===== config.mk =====
export PLATFORM = sky130hd
export DESIGN_NAME = pal_array
export DESIGN_NICKNAME = d
export VERILOG_FILES = /design/src/rtl/pal_pkg.sv /design/src/rtl/pal_fuse_loader.sv /design/src/rtl/pal_and_plane.sv /design/src/rtl/pal_or_plane.sv /design/src/rtl/pal_array.sv
export SDC_FILE = /design/constraint.sdc
export NUM_CORES = 1
export LEC_CHECK = 0
export BUFFER_PORTS_ARGS = -buffer_cell sky130_fd_sc_hd__buf_4
export CAP_MARGIN = 10
export CORE_MARGIN = 5
export CORE_UTILIZATION = 25
export CTS_CLUSTER_SIZE = 20
export DETAILED_ROUTE_END_ITERATION = 7
export PLACE_DENSITY_LB_ADDON = 0.3
export SYNTH_ARGS = -nofsm -noshare
export SYNTH_HDL_FRONTEND = slang
export SYNTH_SLANG_ARGS = --single-unit

===== constraint.sdc =====
create_clock -name clk -period 1.65 [get_ports clk]
set_input_delay 0.165 -clock clk [delete_from_list [all_inputs] [get_ports clk]]
set_output_delay 0.165 -clock clk [all_outputs]
set_load 0.01 [all_outputs]

===== src/rtl/pal_pkg.sv =====
package pal_pkg;
  // Literal numbering inside one term row of the configuration map
  function automatic int lit_true_idx(input int var_i);
    return 2 * var_i;
  endfunction

  function automatic int lit_comp_idx(input int var_i);
    return 2 * var_i + 1;
  endfunction
endpackage


===== src/rtl/pal_fuse_loader.sv =====
module pal_fuse_loader #(
  parameter int MAP_W = 128
) (
  input  logic             clk,
  input  logic             rst,
  input  logic             cfg_en,
  input  logic             cfg_data,
  input  logic             cfg_load,
  output logic [MAP_W-1:0] shadow_q,
  output logic [MAP_W-1:0] active_q
);
  always_ff @(posedge clk) begin
    if (rst) begin
      shadow_q <= '1;
    end else if (cfg_en) begin
      shadow_q <= {shadow_q[MAP_W-2:0], cfg_data};
    end
  end

  always_ff @(posedge clk) begin
    if (rst) begin
      active_q <= '1;
    end else if (cfg_load) begin
      active_q <= shadow_q;
    end
  end
endmodule


===== src/rtl/pal_and_plane.sv =====
module pal_and_plane
  import pal_pkg::*;
#(
  parameter int N_IN    = 4,
  parameter int N_TERMS = 16,
  localparam int N_LIT  = 2 * N_IN,
  localparam int MAP_W  = N_TERMS * N_LIT
) (
  input  logic [N_IN-1:0]    din,
  input  logic [MAP_W-1:0]   map,
  output logic [N_TERMS-1:0] terms
);
  logic [N_LIT-1:0] lits;

  for (genvar i = 0; i < N_IN; i++) begin : g_lit
    assign lits[lit_true_idx(i)] = din[i];
    assign lits[lit_comp_idx(i)] = ~din[i];
  end

  for (genvar t = 0; t < N_TERMS; t++) begin : g_term
    logic [N_LIT-1:0] row;
    assign row      = map[t*N_LIT +: N_LIT];
    // An unwired literal reads as 1, so an empty row gives 1
    assign terms[t] = &(lits | ~row);
  end
endmodule


===== src/rtl/pal_or_plane.sv =====
module pal_or_plane #(
  parameter int N_TERMS = 16,
  parameter int N_OUT   = 4,
  localparam int TPO    = N_TERMS / N_OUT
) (
  input  logic [N_TERMS-1:0] terms,
  output logic [N_OUT-1:0]   sums
);
  for (genvar k = 0; k < N_OUT; k++) begin : g_sum
    assign sums[k] = |terms[k*TPO +: TPO];
  end
endmodule


===== src/rtl/pal_array.sv =====
module pal_array #(
  parameter int N_IN    = 4,
  parameter int N_TERMS = 16,
  parameter int N_OUT   = 4,
  localparam int N_LIT  = 2 * N_IN,
  localparam int MAP_W  = N_TERMS * N_LIT
) (
  input  logic             clk,
  input  logic             rst,
  input  logic             cfg_en,
  input  logic             cfg_data,
  input  logic             cfg_load,
  input  logic [N_IN-1:0]  din,
  output logic [N_OUT-1:0] dout,
  output logic [N_OUT-1:0] dout_n
);
  logic [MAP_W-1:0]   shadow_q;
  logic [MAP_W-1:0]   active_q;
  logic [N_TERMS-1:0] terms;
  logic [N_OUT-1:0]   sums;

  pal_fuse_loader #(.MAP_W(MAP_W)) u_loader (
    .clk      (clk),
    .rst      (rst),
    .cfg_en   (cfg_en),
    .cfg_data (cfg_data),
    .cfg_load (cfg_load),
    .shadow_q (shadow_q),
    .active_q (active_q)
  );

  pal_and_plane #(.N_IN(N_IN), .N_TERMS(N_TERMS)) u_and (
    .din   (din),
    .map   (active_q),
    .terms (terms)
  );

  pal_or_plane #(.N_TERMS(N_TERMS), .N_OUT(N_OUT)) u_or (
    .terms (terms),
    .sums  (sums)
  );

  assign dout   = sums;
  assign dout_n = ~sums;
endmodule


## After elaboration in Yosys (flattened, before gate mapping)

Cells that the tools add are included.

| word-level totals | value |
|---|---|
| register bits | 256 |
| output and inout bits | 8 |
| word-level logic and storage cells | 59 |

| operators by class | value |
|---|---|
| bitwise logic cells | 37 |
| reductions and logical operators | 20 |

Operator list:

| kind | number |
|---|---|
| 8-bit NOT | 16 |
| 8-bit OR | 16 |
| 8-bit AND reduction | 16 |
| 4-bit OR reduction | 4 |
| 1-bit NOT | 4 |
| 4-bit NOT | 1 |

## Depth between registers and ports, before layout

Gate-level depths: netlist of the first run.

| logic depth | value |
|---|---|
| depth after elaboration | 5 |
| mapped depth | 5 |
| mapped depth without buffers | 3 |

## By module

Synthesis of the first run repeated with hierarchy kept, for this count alone.

| unflattened totals | value |
|---|---|
| cells, all modules | 948 |
| area total of the unflattened synthesis | 10475.0 um2 |

Modules (own cells, without submodules):

| module | times used | cells each | area an instance (um2) | sequential area each (um2) |
|---|---|---|---|---|
| pal_fuse_loader | 1 | 852 | 9546.7 | 5124.9 |
| pal_and_plane | 1 | 88 | 883.3 | 0.0 |
| pal_or_plane | 1 | 4 | 30.0 | 0.0 |
| pal_array | 1 | 4 | 15.0 | 0.0 |

## Worst setup path after synthesis of the first run

No wires, ideal clock.

| timing | value |
|---|---|
| path kind | input to output |
| from | in din[1] |
| to | out dout_n[1] |
| data arrival time | 0.948 ns |
| path slack | 0.537 ns |
| stages on the path | 5 |
| cells stage by stage | buf_6 -> buf_6 -> mux2i_1 -> nand4_1 -> and4_1 |

| between the ends | value |
|---|---|
| cells in the longest elaborated chain, start to end | 5 |
| elaborated cells between the ends (all ways) | 11 |

RTL lines:

| element | line | source |
|---|---|---|
| from (decl) | pal_array.sv:13 | `input logic [N_IN-1:0] din,` |
| 1-bit NOT | pal_and_plane.sv:17 | `assign lits[lit_comp_idx(i)] = ~din[i];` |
| 8-bit OR | pal_and_plane.sv:24 | `assign terms[t] = &(lits \| ~row);` |
| 8-bit AND reduction | pal_and_plane.sv:24 |  |
| 4-bit OR reduction * | pal_or_plane.sv:10 | `assign sums[k] = \|terms[k*TPO +: TPO];` |
| 4-bit NOT * | pal_array.sv:44 | `assign dout_n = ~sums;` |
| to (decl) | pal_array.sv:15 | `output logic [N_OUT-1:0] dout_n` |

Mark *: on every way between the ends. The rest lies on a longest branch, timed or not.

## Worst setup path in the final report of the first run

| timing | value |
|---|---|
| from | reg u_loader.active_q[85] |
| to | out dout_n[2] |

| between the ends | value |
|---|---|
| cells in the longest elaborated chain, start to end | 5 |

RTL lines:

| element | line | source |
|---|---|---|
| from (decl) | pal_fuse_loader.sv:10 | `output logic [MAP_W-1:0] active_q` |
| from (signal assigned) | pal_fuse_loader.sv:24 | `active_q <= shadow_q;` |
| 8-bit NOT | pal_and_plane.sv:24 |  |
| 8-bit OR | pal_and_plane.sv:24 |  |
| 8-bit AND reduction | pal_and_plane.sv:24 |  |
| 4-bit OR reduction | pal_or_plane.sv:10 |  |
| 4-bit NOT | pal_array.sv:44 |  |

No other way between the ends.

==> results of run 1 <==
[cells in the mapped netlist]
library cell / n / share of area, %
sky130_fd_sc_hd__clkbuf_1: 24 / 0.87
sky130_fd_sc_hd__buf_2: 33 / 1.6
sky130_fd_sc_hd__a211o_1: 256 / 22
sky130_fd_sc_hd__dfxtp_1: 256 / 49
sky130_fd_sc_hd__nor2b_1: 249 / 15
sky130_fd_sc_hd__and4_1: 4 / 0.34
sky130_fd_sc_hd__nand4_1: 20 / 1.2
sky130_fd_sc_hd__buf_6: 30 / 3.2
sky130_fd_sc_hd__buf_12: 1 / 0.19
sky130_fd_sc_hd__and2b_1: 7 / 0.50
sky130_fd_sc_hd__mux2i_1: 64 / 6.2
sky130_fd_sc_hd__buf_1: 3 / 0.11
sky130_fd_sc_hd__buf_4: 1 / 0.072
[worst min-delay path by stage]
stage / startpoint / to / slack [ps]
5_1_grt: cfg_en / u_loader.shadow_q[99] / 100
3_3_place_gp: cfg_data / u_loader.shadow_q[0] / 380
3_5_place_dp: cfg_data / u_loader.shadow_q[0] / 380
4_1_cts: cfg_en / u_loader.shadow_q[103] / 70
6_report: cfg_en / u_loader.shadow_q[103] / 90
2_1_floorplan: cfg_data / u_loader.shadow_q[0] / 290
[logic make-up (layout without fill, tap and decap cells)]
group / count (synthesis) / after routing / share of synthesized area [%]
AOI/OAI and AO/OA: 256 / 256 / 21.5
buffers and inverters: 92 / 82 / 6.07
DFF: 256 / 256 / 49.2
muxes: 64 / 64 / 6.15
and+or+nand+nor: 280 / 280 / 17.0
[worst reg2reg max path, cell delays in order (launching register included)]
cell	delay [ps]
sky130_fd_sc_hd__dfxtp_1	340
sky130_fd_sc_hd__nor2b_1	140
sky130_fd_sc_hd__a211o_1	220
[final cells by class]
type                            count  share of cell area [%]
Clock buffer                       39                    6.82
Timing Repair Buffer               35                    3.64
Tap cell                          532                    5.67
Sequential cell                   256                    43.7
Clock inverter                      8                   0.341
Multi-Input combinational cell    600                    39.8
[report_power, final]
group          leakage [uW]  internal (uW)  switching [uW]  total, uW
Clock              0.000426           3340            2380       5720
Sequential          0.00212           6590             249       6840
Combinational       0.00199            623             576       1200
Total               0.00454          10600            3210      13800
[routing by layer]
metal	vias up	routed length [um]	GRT usage, %
met5	-	0	0
met4	0	449	2.49
met3	29	685	1.71
met2	55	9130	14.2
met1	3157	10100	11.3
li1	3378	-	-
[registers in the layout, indices dropped and copies added, names as in the netlist]
signal             flops
u_loader.active_q    128
u_loader.shadow_q    128
[stage by stage]
step | total power [uW] | cell area (sq um)
6_report | 13800 | 11700
5_1_grt | 14400 | 11700
4_1_cts | 14000 | 11700
3_5_place_dp | 8180 | 10900
3_3_place_gp | 8160 | 10900
2_1_floorplan | 7940 | 10400
[timing repair]
item,4_1_cts,5_1_grt
setup endpoints to repair,7,8
pin swaps,9,8
hold buffers,1,0
resized for setup,9,9
endpoints found under the hold margin,1,0
==> metrics.md, run 1 <==
| Metric | Value |
|---|---|
| Largest net degree at the start of global routing | between 80 and 90 |
| Total congestion overflow after global routing | 0 |
| Effective utilization at floorplan | between 20% and 30% |
| R2R Path Start | u_loader.shadow_q[106] |
| Tot GR Track Use | ~8.6% |
| Synthesis-to-finish area growth | 12.8% |
| Die width | around 210 um |
| Post-Place Worst Slack | just over 30 ps |
| Sequential standard cell area | 5130 sq um |
| Routed wire length | ~20000 um |
| Cell at the slowest stage of the critical path | sky130_fd_sc_hd__dfxtp_1 |
| Total die area | ~46000 sq um |
| Post-Synthesis Cells | 948 |
| Min cycle time layout | 1690 ps |
| Required arrival time at the worst endpoint | around 1500 ps |
| Kind of end point of the critical path | primary output |
| Part of the cycle the worst path needs | 103% |
| Largest delay contributor family on the critical path | simple AND/OR/NAND/NOR gates |
| Post-layout net count | approximately 930 |
| Number of post-CTS setup repair buffers | 0 |
| Worst path buffer plus inverter count | 1 |
| Port bufs | 16 |
| Number of endpoints with negative hold slack in the final report | 0 |
| Largest incremental delay on the critical path | 310 ps |
| Cell depth of the worst hold path | 3 |
| Max Transition Viols Final | 0 |
| Final worst slack | -41.4 ps |
| Setup repair after global routing missed its margin | yes |
| Startpoint type of the worst setup path | register |
| Register-to-register setup slack | between 800 and 900 ps |
| Critical path fanouts, max | 2 |
| Total power divided by cell area | between 1000 and 1500 nW/um^2 |
| Post-Synthesis Net Count | 957 |
| Drt pass-1 iters | 4 |
| Share of synthesized area occupied by flip-flops and latches | 49.2% |
| Number of DRC violations after detailed routing | 0 |
| Die Height | roughly 210 um |
| Area of combinational cells with multiple inputs | 4670 sq um |
| Result of the run | finished with violations |
| Launch point of the critical path | u_loader.active_q[85] |
| FF-to-FF path depth | 2 |
| Achievable Freq | 591 MHz |
| Diodes inserted | 0 |
| Slew of the pin with the lowest slew margin | between 400 and 500 ps |
| Vias | 6619 |
| Antenna Nets Post-Route | 0 |
| Filler Cells Inserted | between 4000 and 5000 |
| Number of buffers between clock root and the deepest sink | 3 |
| Global-route wire length before repair | around 34000 um |
| TritonCTS buffer count | 27 |
| Clock-pin slew on the worst setup and hold paths | ~60 ps |
| Setup TNS after final layout | -138 ps |
| Max cap viols | 0 |
| Layout cell share with drive strength beyond 1 | 9.59% |
| H-tree Lvls | 1 |
| Core Region | between 40000 and 50000 sq um |
| Most common cell after layout, fill and taps aside | sky130_fd_sc_hd__a211o_1 |
| Setup CP Type | reg2out |
| Register bit count reported by yosys | 256 |
| Cell-by-cell listing of the critical path | mux2i_1 -> nand4_1 -> and4_4 -> buf_4 |
| P_leak | 0.00454 uW |
| Violations in the final reports | negative setup slack |
| Std-Cell Rows | 74 |
| Insertion delay of the later-clocked pin in the worst-skew pair | about 520 ps |
| Capture point of the critical path | dout_n[2] |
| Setup Viol. Count Final | 5 |
| Root buffer selected by CTS | sky130_fd_sc_hd__clkbuf_16 |
| Average cell area after synthesis | ~11 sq um |
| Post-layout util | about 29% |
| I/O pin total | 17 |
| GP Congestion | between 0.6 and 0.7 |
| Clock tree from TritonCTS | built |
| Dpl hpwl | between 10000 and 15000 um |
| Count of cell instances traversed by the critical path | 4 |
| WP data arrival | between 1500 and 2000 ps |
| Number of global-route vias before repair | between 6000 and 7000 |
| Number of placed cells counting well taps | 1422 |
| Detailed router's first-iteration violation count | 374 |
| R2R Path End | u_loader.shadow_q[106] |
| Most frequent cells in the layout | 256 x sky130_fd_sc_hd__a211o_1, 249 x sky130_fd_sc_hd__nor2b_1, 249 x sky130_fd_sc_hd__dfxtp_1, 61 x sky130_fd_sc_hd__mux2i_1, 27 x sky130_fd_sc_hd__clkbuf_16 |
| Number of standard cells in the layout, taps in and fillers out | about 1500 |
| Relative slew slack | approximately 70% |
| Count of unique library cells instantiated by Yosys | 13 |
| Type of the worst min-delay path | in2reg |
| Number of antenna violations at the first check in global routing | 0 |
| Worst Clk Skew | approximately 7.6 ps |
| Vias per cell | 4.50 |
| Final Hold Slack | 90.7 ps |
| Highest ir drop seen on vdd | 0.000667 V |
| Synthesized cell area | ~10000 sq um |
| WL per Instance | between 10 and 15 um |
| CTS sink cnt | about 260 |
| Synth warnings | 0 |
No activity file was read; power rests on OpenSTA's default activity.
==> run 2: changes to the inputs <==
Settings changed: SETUP_SLACK_MARGIN set to 0.5.
==> run 2 against run 1 <==
The run still ends with negative setup slack left. Hold slack about the same. Core utilization hardly changed. Clock skew is essentially flat. Largest cell class unchanged. Highest routed layer unchanged.
==> metrics.md, run 2 (same netlist as run 1, synthesis figures left out) <==
| Metric | Value |
|---|---|
| Violations in the final reports | negative setup slack |
| R2R Path Start | u_loader.shadow_q[106] |
| Port bufs | 16 |
| Vias per cell | between 4 and 5 |
| CTS sink cnt | ~260 |
| Detailed router's first-iteration violation count | 387 |
| Die width | 214 um |
| Total die area | between 40000 and 50000 sq um |
| Setup TNS after final layout | -149 ps |
| Std-Cell Rows | 74 |
| Required arrival time at the worst endpoint | approximately 1500 ps |
| Setup Viol. Count Final | 5 |
| Clock-pin slew on the worst setup and hold paths | around 60 ps |
| Cell depth of the worst hold path | 3 |
| WL per Instance | 13.9 um |
| Area of combinational cells with multiple inputs | 4670 sq um |
| Number of DRC violations after detailed routing | 0 |
| Type of the worst min-delay path | in2reg |
| Synthesis-to-finish area growth | 12.7% |
| Most common cell after layout, fill and taps aside | sky130_fd_sc_hd__a211o_1 |
| Final Hold Slack | about 91 ps |
| Number of post-CTS setup repair buffers | 0 |
| Die Height | 214 um |
| Final std cell area, no fill | 11700 sq um |
| H-tree Lvls | 1 |
| Global-route wire length before repair | around 34000 um |
| Post-layout net count | ~930 |
| P_leak | roughly 0.0045 uW |
| Biggest regs | u_loader.active_q: 128 flops, u_loader.shadow_q: 128 flops |
| Largest incremental delay on the critical path | 320 ps |
| R2R Path End | u_loader.shadow_q[106] |
| Result of the run | finished with violations |
| Register-to-register setup slack | about 840 ps |
| Root buffer selected by CTS | sky130_fd_sc_hd__clkbuf_16 |
| Achievable Freq | around 590 MHz |
| Core Region | 41000 sq um |
| Filler Cells Inserted | about 4300 |
| Layout cell share with drive strength beyond 1 | 9.38% |
| Max Transition Viols Final | 0 |
| Most frequent cells in the layout | 256 x sky130_fd_sc_hd__a211o_1, 250 x sky130_fd_sc_hd__dfxtp_1, 249 x sky130_fd_sc_hd__nor2b_1, 62 x sky130_fd_sc_hd__mux2i_1, 27 x sky130_fd_sc_hd__clkbuf_16 |
| Diodes inserted | 0 |
| Startpoint type of the worst setup path | register |
| Total congestion overflow after global routing | 0 |
| Setup CP Type | reg2out |
| Cell at the slowest stage of the critical path | sky130_fd_sc_hd__dfxtp_1 |
| Min cycle time layout | around 1700 ps |
| Number of antenna violations at the first check in global routing | 0 |
| Highest ir drop seen on vdd | roughly 0.00067 V |
| Dpl hpwl | roughly 12000 um |
| Kind of end point of the critical path | primary output |
| Tot GR Track Use | under 10% |
| Part of the cycle the worst path needs | 103% |
| Largest net degree at the start of global routing | slightly below 90 |
| Critical path fanouts, max | 2 |
| Placed Instance Area | between 10000 and 15000 sq um |
| Number of endpoints with negative hold slack in the final report | 0 |
| TritonCTS buffer count | 27 |
| Cell-by-cell listing of the critical path | mux2i_2 -> nand4_1 -> and4_1 -> buf_6 |
| Vias | roughly 6600 |
| GP Congestion | 0.669 |
| WP data arrival | 1530 ps |
| Effective utilization at floorplan | between 20% and 30% |
| Final worst slack | -41.9 ps |
| Insertion delay of the later-clocked pin in the worst-skew pair | approximately 520 ps |
| Clock tree from TritonCTS | built |
| Max cap viols | 0 |
| End point of the most critical hold path | u_loader.shadow_q[103] |
| FF-to-FF path depth | 2 |
| Slew of the pin with the lowest slew margin | ~470 ps |
| Total power divided by cell area | 1170 nW/um^2 |
| Worst Clk Skew | 7.98 ps |
| I/O pin total | 17 |
| Number of buffers between clock root and the deepest sink | 3 |
| Relative slew slack | 68.6% |
| Post-Place Worst Slack | ~30 ps |
| Number of global-route vias before repair | between 6000 and 7000 |
| Sequential standard cell area | roughly 5000 sq um |
| Antenna Nets Post-Route | 0 |
| Setup repair after global routing missed its margin | yes |
| Worst hold start | cfg_en |
| Routed wire length | 20400 um |
| Drt pass-1 iters | 4 |
[run 2: worst max path at each step]
stage	from	to	slack, ps
after floorplan	din[1]	dout_n[1]	540
after global placement	din[1]	dout_n[1]	90
after detailed placement	din[0]	dout_n[1]	30
after CTS	u_loader.active_q[31]	dout[0]	-100
after global routing	u_loader.active_q[109]	dout_n[3]	-140
final	u_loader.active_q[108]	dout_n[3]	-40
[run 2: worst max-delay path: cells and delay by family, from the launching register on]
family	cells	cell delay, ps
flip-flops	1	320
multiplexers	1	170
AND/OR/NAND/NOR	2	390
buffers and inverters	1	120
[run 2: per-stage QoR]
| stage | total power, uW | std cells | utilization [%] |
|---|---|---|---|
| floorplan | 7940 | 948 | - |
| global placement | 8160 | 1422 | 26.5 |
| detailed placement | 8180 | 1422 | 26.5 |
| CTS | 14000 | 1470 | 28.6 |
| global route | 14400 | 1470 | 28.6 |
| finish | 13800 | 1470 | 28.6 |
[run 2: routing by layer]
metal / vias up / wire length [um] / part of all wire [%] / track usage [%]
li1: 3376 / - / - / -
met1: 3152 / 10100 / 49 / 11.3
met2: 55 / 9160 / 45 / 14.2
met3: 29 / 686 / 3.4 / 1.71
met4: 0 / 449 / 2.2 / 2.49
met5: - / 0 / 0 / 0
[run 2: power breakdown]
part           leakage (uW)  internal (uW)  switching, uW  total, uW
registers           0.00212           6590            248       6840
clock network      0.000426           3340           2380       5720
logic               0.00199            622            577       1200
total               0.00454          10600           3210      13800
[run 2: timing repair]
| item | in CTS | in global routing |
|---|---|---|
| setup endpoints to repair | 8 | 8 |
| gates resized for setup | 9 | 7 |
| hold buffers | 1 | 0 |
| hold endpoints to repair | 1 | 0 |
| pin swaps | 11 | 7 |
[run 2: cell type report]
cell class              instances  share of cell area, %
repair buffers                 35                   3.65
well taps                     532                   5.67
flip-flops and latches        256                   43.7
multi-input cells             600                   39.8
clock inverters                 8                  0.341
clock buffers                  39                   6.82
==> run 3: changes to the inputs <==
Settings changed: CORE_UTILIZATION 25 to 55.
==> run 3 against run 2 <==
The run still ends with negative setup slack left. Hold slack lost 35 ps. First-iteration DRC count shrank 4.1%. Power shrank 1.6%. Flip-flop and latch count is the same. Sequential share of layout area grew 1.5 points. Critical path depth is the same. Global-route usage grew 7.6 points. Largest cell class unchanged. Clock skew shrank 3.0 ps. Clock power shrank 3%.
==> metrics.md, run 3 (same netlist as run 1, synthesis figures left out) <==
| Metric | Value |
|---|---|
| Result of the run | finished with violations |
| Violations in the final reports | negative setup slack |
| Final std cell area, no fill | around 11000 sq um |
| Startpoint type of the worst setup path | register |
| Setup repair after global routing missed its margin | yes |
| Worst Clk Skew | ~5 ps |
| Net switching share of the total power | a little under a quarter |
| Setup Viol. Count Final | 2 |
| Post-layout net count | 930 |
| I/O pin total | 17 |
| Die width | 148 um |
| Part of the cycle the worst path needs | 101% |
| Total power divided by cell area | 1190 nW/um^2 |
| R2R Path Start | u_loader.shadow_q[15] |
| Most frequent cells in the layout | 256 x sky130_fd_sc_hd__a211o_1, 251 x sky130_fd_sc_hd__dfxtp_1, 249 x sky130_fd_sc_hd__nor2b_1, 64 x sky130_fd_sc_hd__mux2i_1, 27 x sky130_fd_sc_hd__clkbuf_16 |
| Antenna Nets Post-Route | 0 |
| WL per Instance | between 15 and 20 um |
| Insertion delay of the later-clocked pin in the worst-skew pair | roughly 510 ps |
| Routed wire length | 17700 um |
| Launch point of the critical path | u_loader.active_q[46] |
| Portion of total power attributed to combinational logic | 8.7% |
| H-tree Lvls | 1 |
| Achievable Freq | about 600 MHz |
| Layout cell share with drive strength beyond 1 | under 10% |
| CTS sink cnt | ~260 |
| WP data arrival | 1500 ps |
| Max cap viols | 0 |
| FF-to-FF path depth | 2 |
| Diodes inserted | 0 |
| Capture point of the critical path | dout_n[1] |
| Number of antenna violations at the first check in global routing | 0 |
| Vias per cell | about 5.6 |
| Required arrival time at the worst endpoint | roughly 1500 ps |
| Power Internal | between 10000 and 15000 uW |
| R2R Path End | u_loader.shadow_q[15] |
| Setup CP Type | reg2out |
| GP Congestion | 0.716 |
| Detailed router's first-iteration violation count | ~370 |
| Filler Cells Inserted | around 1600 |
| Register-to-register setup slack | around 840 ps |
| Placed Instance Area | 10500 sq um |
| Number of buffers between clock root and the deepest sink | 3 |
| Max Transition Viols Final | 0 |
| Std-Cell Rows | 50 |
| Final worst slack | -18.0 ps |
| Root buffer selected by CTS | sky130_fd_sc_hd__clkbuf_16 |
| Tot GR Track Use | between 15 and 20% |
| Clock-pin slew on the worst setup and hold paths | ~60 ps |
| Synthesis-to-finish area growth | 9.01% |
| Kind of end point of the critical path | primary output |
| Clock tree from TritonCTS | built |
| Number of endpoints with negative hold slack in the final report | 0 |
| Vias | around 6600 |
| Post-Place Worst Slack | between 150 and 200 ps |
| Sequential power share | about half |
| Type of the worst min-delay path | in2reg |
| Effective utilization at floorplan | roughly 56% |
| Critical path fanouts, max | 2 |
| Core Region | ~19000 sq um |
| Worst hold start | cfg_load |
| Biggest regs | u_loader.active_q: 128 flops, u_loader.shadow_q: 128 flops |
| Min cycle time layout | around 1700 ps |
| Dpl hpwl | between 10000 and 15000 um |
| Largest net degree at the start of global routing | 84 |
| Clock power share | about two fifths |
| Drt pass-1 iters | 4 |
| Die Height | 148 um |
| TritonCTS buffer count | 26 |
| P_leak | between 0.004 and 0.005 uW |
| Relative slew slack | about two thirds |
| Most common cell after layout, fill and taps aside | sky130_fd_sc_hd__a211o_1 |
| Total die area | about 22000 sq um |
| Number of DRC violations after detailed routing | 0 |
| Total congestion overflow after global routing | 0 |
| Slew of the pin with the lowest slew margin | around 470 ps |
| Highest ir drop seen on vdd | just over 0.0008 V |
| Number of global-route vias before repair | 6267 |
| Port bufs | 16 |
| Net switching power | 3120 uW |
| Global-route wire length before repair | slightly above 30000 um |
## run 3: cell types whose count changed in the layout (fill, tap and decap cells not counted)
cell	change
sky130_fd_sc_hd__and4_1	+1
sky130_fd_sc_hd__and4_4	-1
sky130_fd_sc_hd__buf_4	+1
sky130_fd_sc_hd__buf_6	+1
sky130_fd_sc_hd__clkbuf_1	-1
sky130_fd_sc_hd__clkbuf_8	-3
sky130_fd_sc_hd__clkinv_2	+3
sky130_fd_sc_hd__dfxtp_1	+1
sky130_fd_sc_hd__dfxtp_2	-1
sky130_fd_sc_hd__inv_6	+1
sky130_fd_sc_hd__mux2i_1	+2
sky130_fd_sc_hd__mux2i_2	-2
## run 3: how the worst min path moves through the flow
stage / endpoint / slack (ps) / cells past startpoint
global route: u_loader.active_q[16] / 70 / 2
floorplan: u_loader.shadow_q[0] / 290 / 1
CTS: u_loader.active_q[0] / 40 / 2
detailed placement: u_loader.shadow_q[0] / 380 / 2
global placement: u_loader.shadow_q[0] / 370 / 2
finish: u_loader.active_q[20] / 60 / 2
## run 3: per-layer routing
| layer | wire length, um | global-route usage, % |
|---|---|---|
| met1 | 8750 | 21.6 |
| met2 | 8070 | 27.0 |
| met3 | 535 | 2.54 |
| met4 | 315 | 4.80 |
| met5 | 0 | 0 |
## run 3: final cells by class
cell class                 count  area (sq um)  share of cell area [%]
sequential                   256          5130                    45.2
timing repair buffer          37           447                    3.94
clock inverter                12          63.8                   0.562
clock buffer                  35           756                    6.66
tap                          234           293                    2.58
multi-input combinational    600          4660                    41.0
## run 3: timing repair
action | in CTS | in global routing
setup buffers | 0 | 0
hold endpoints to repair | 1 | 0
setup endpoints to repair | 8 | 8
pin swaps | 14 | 10
hold buffers | 1 | 0
gates resized for setup | 10 | 1
## run 3: power groups by stage
stage	clock, uW	sequential [uW]	combinational [uW]
after floorplan	0	6880	1060
after global placement	0	6960	1150
after detailed placement	0	6970	1180
after CTS	5700	6830	1190
after global routing	5950	6890	1330
final	5530	6830	1180
## run 3: critical path: stages (launching register included)
cell and delay, ps:
sky130_fd_sc_hd__dfxtp_1 310, sky130_fd_sc_hd__mux2i_1 150, sky130_fd_sc_hd__nand4_1 150, sky130_fd_sc_hd__and4_1 260, sky130_fd_sc_hd__buf_6 120
## run 3: stage by stage
step / power [uW] / util, % / setup TNS (ps) / hold WS (ps) / std cells
2_1_floorplan: 7940 / - / 0 / 287 / 948
3_3_place_gp: 8120 / 56.3 / 0 / 374 / 1126
3_5_place_dp: 8150 / 56.3 / 0 / 380 / 1126
4_1_cts: 13700 / 60.9 / -146 / 39.3 / 1174
5_1_grt: 14200 / 60.9 / -523 / 72.4 / 1174
6_report: 13500 / 60.9 / -20.8 / 55.8 / 1174
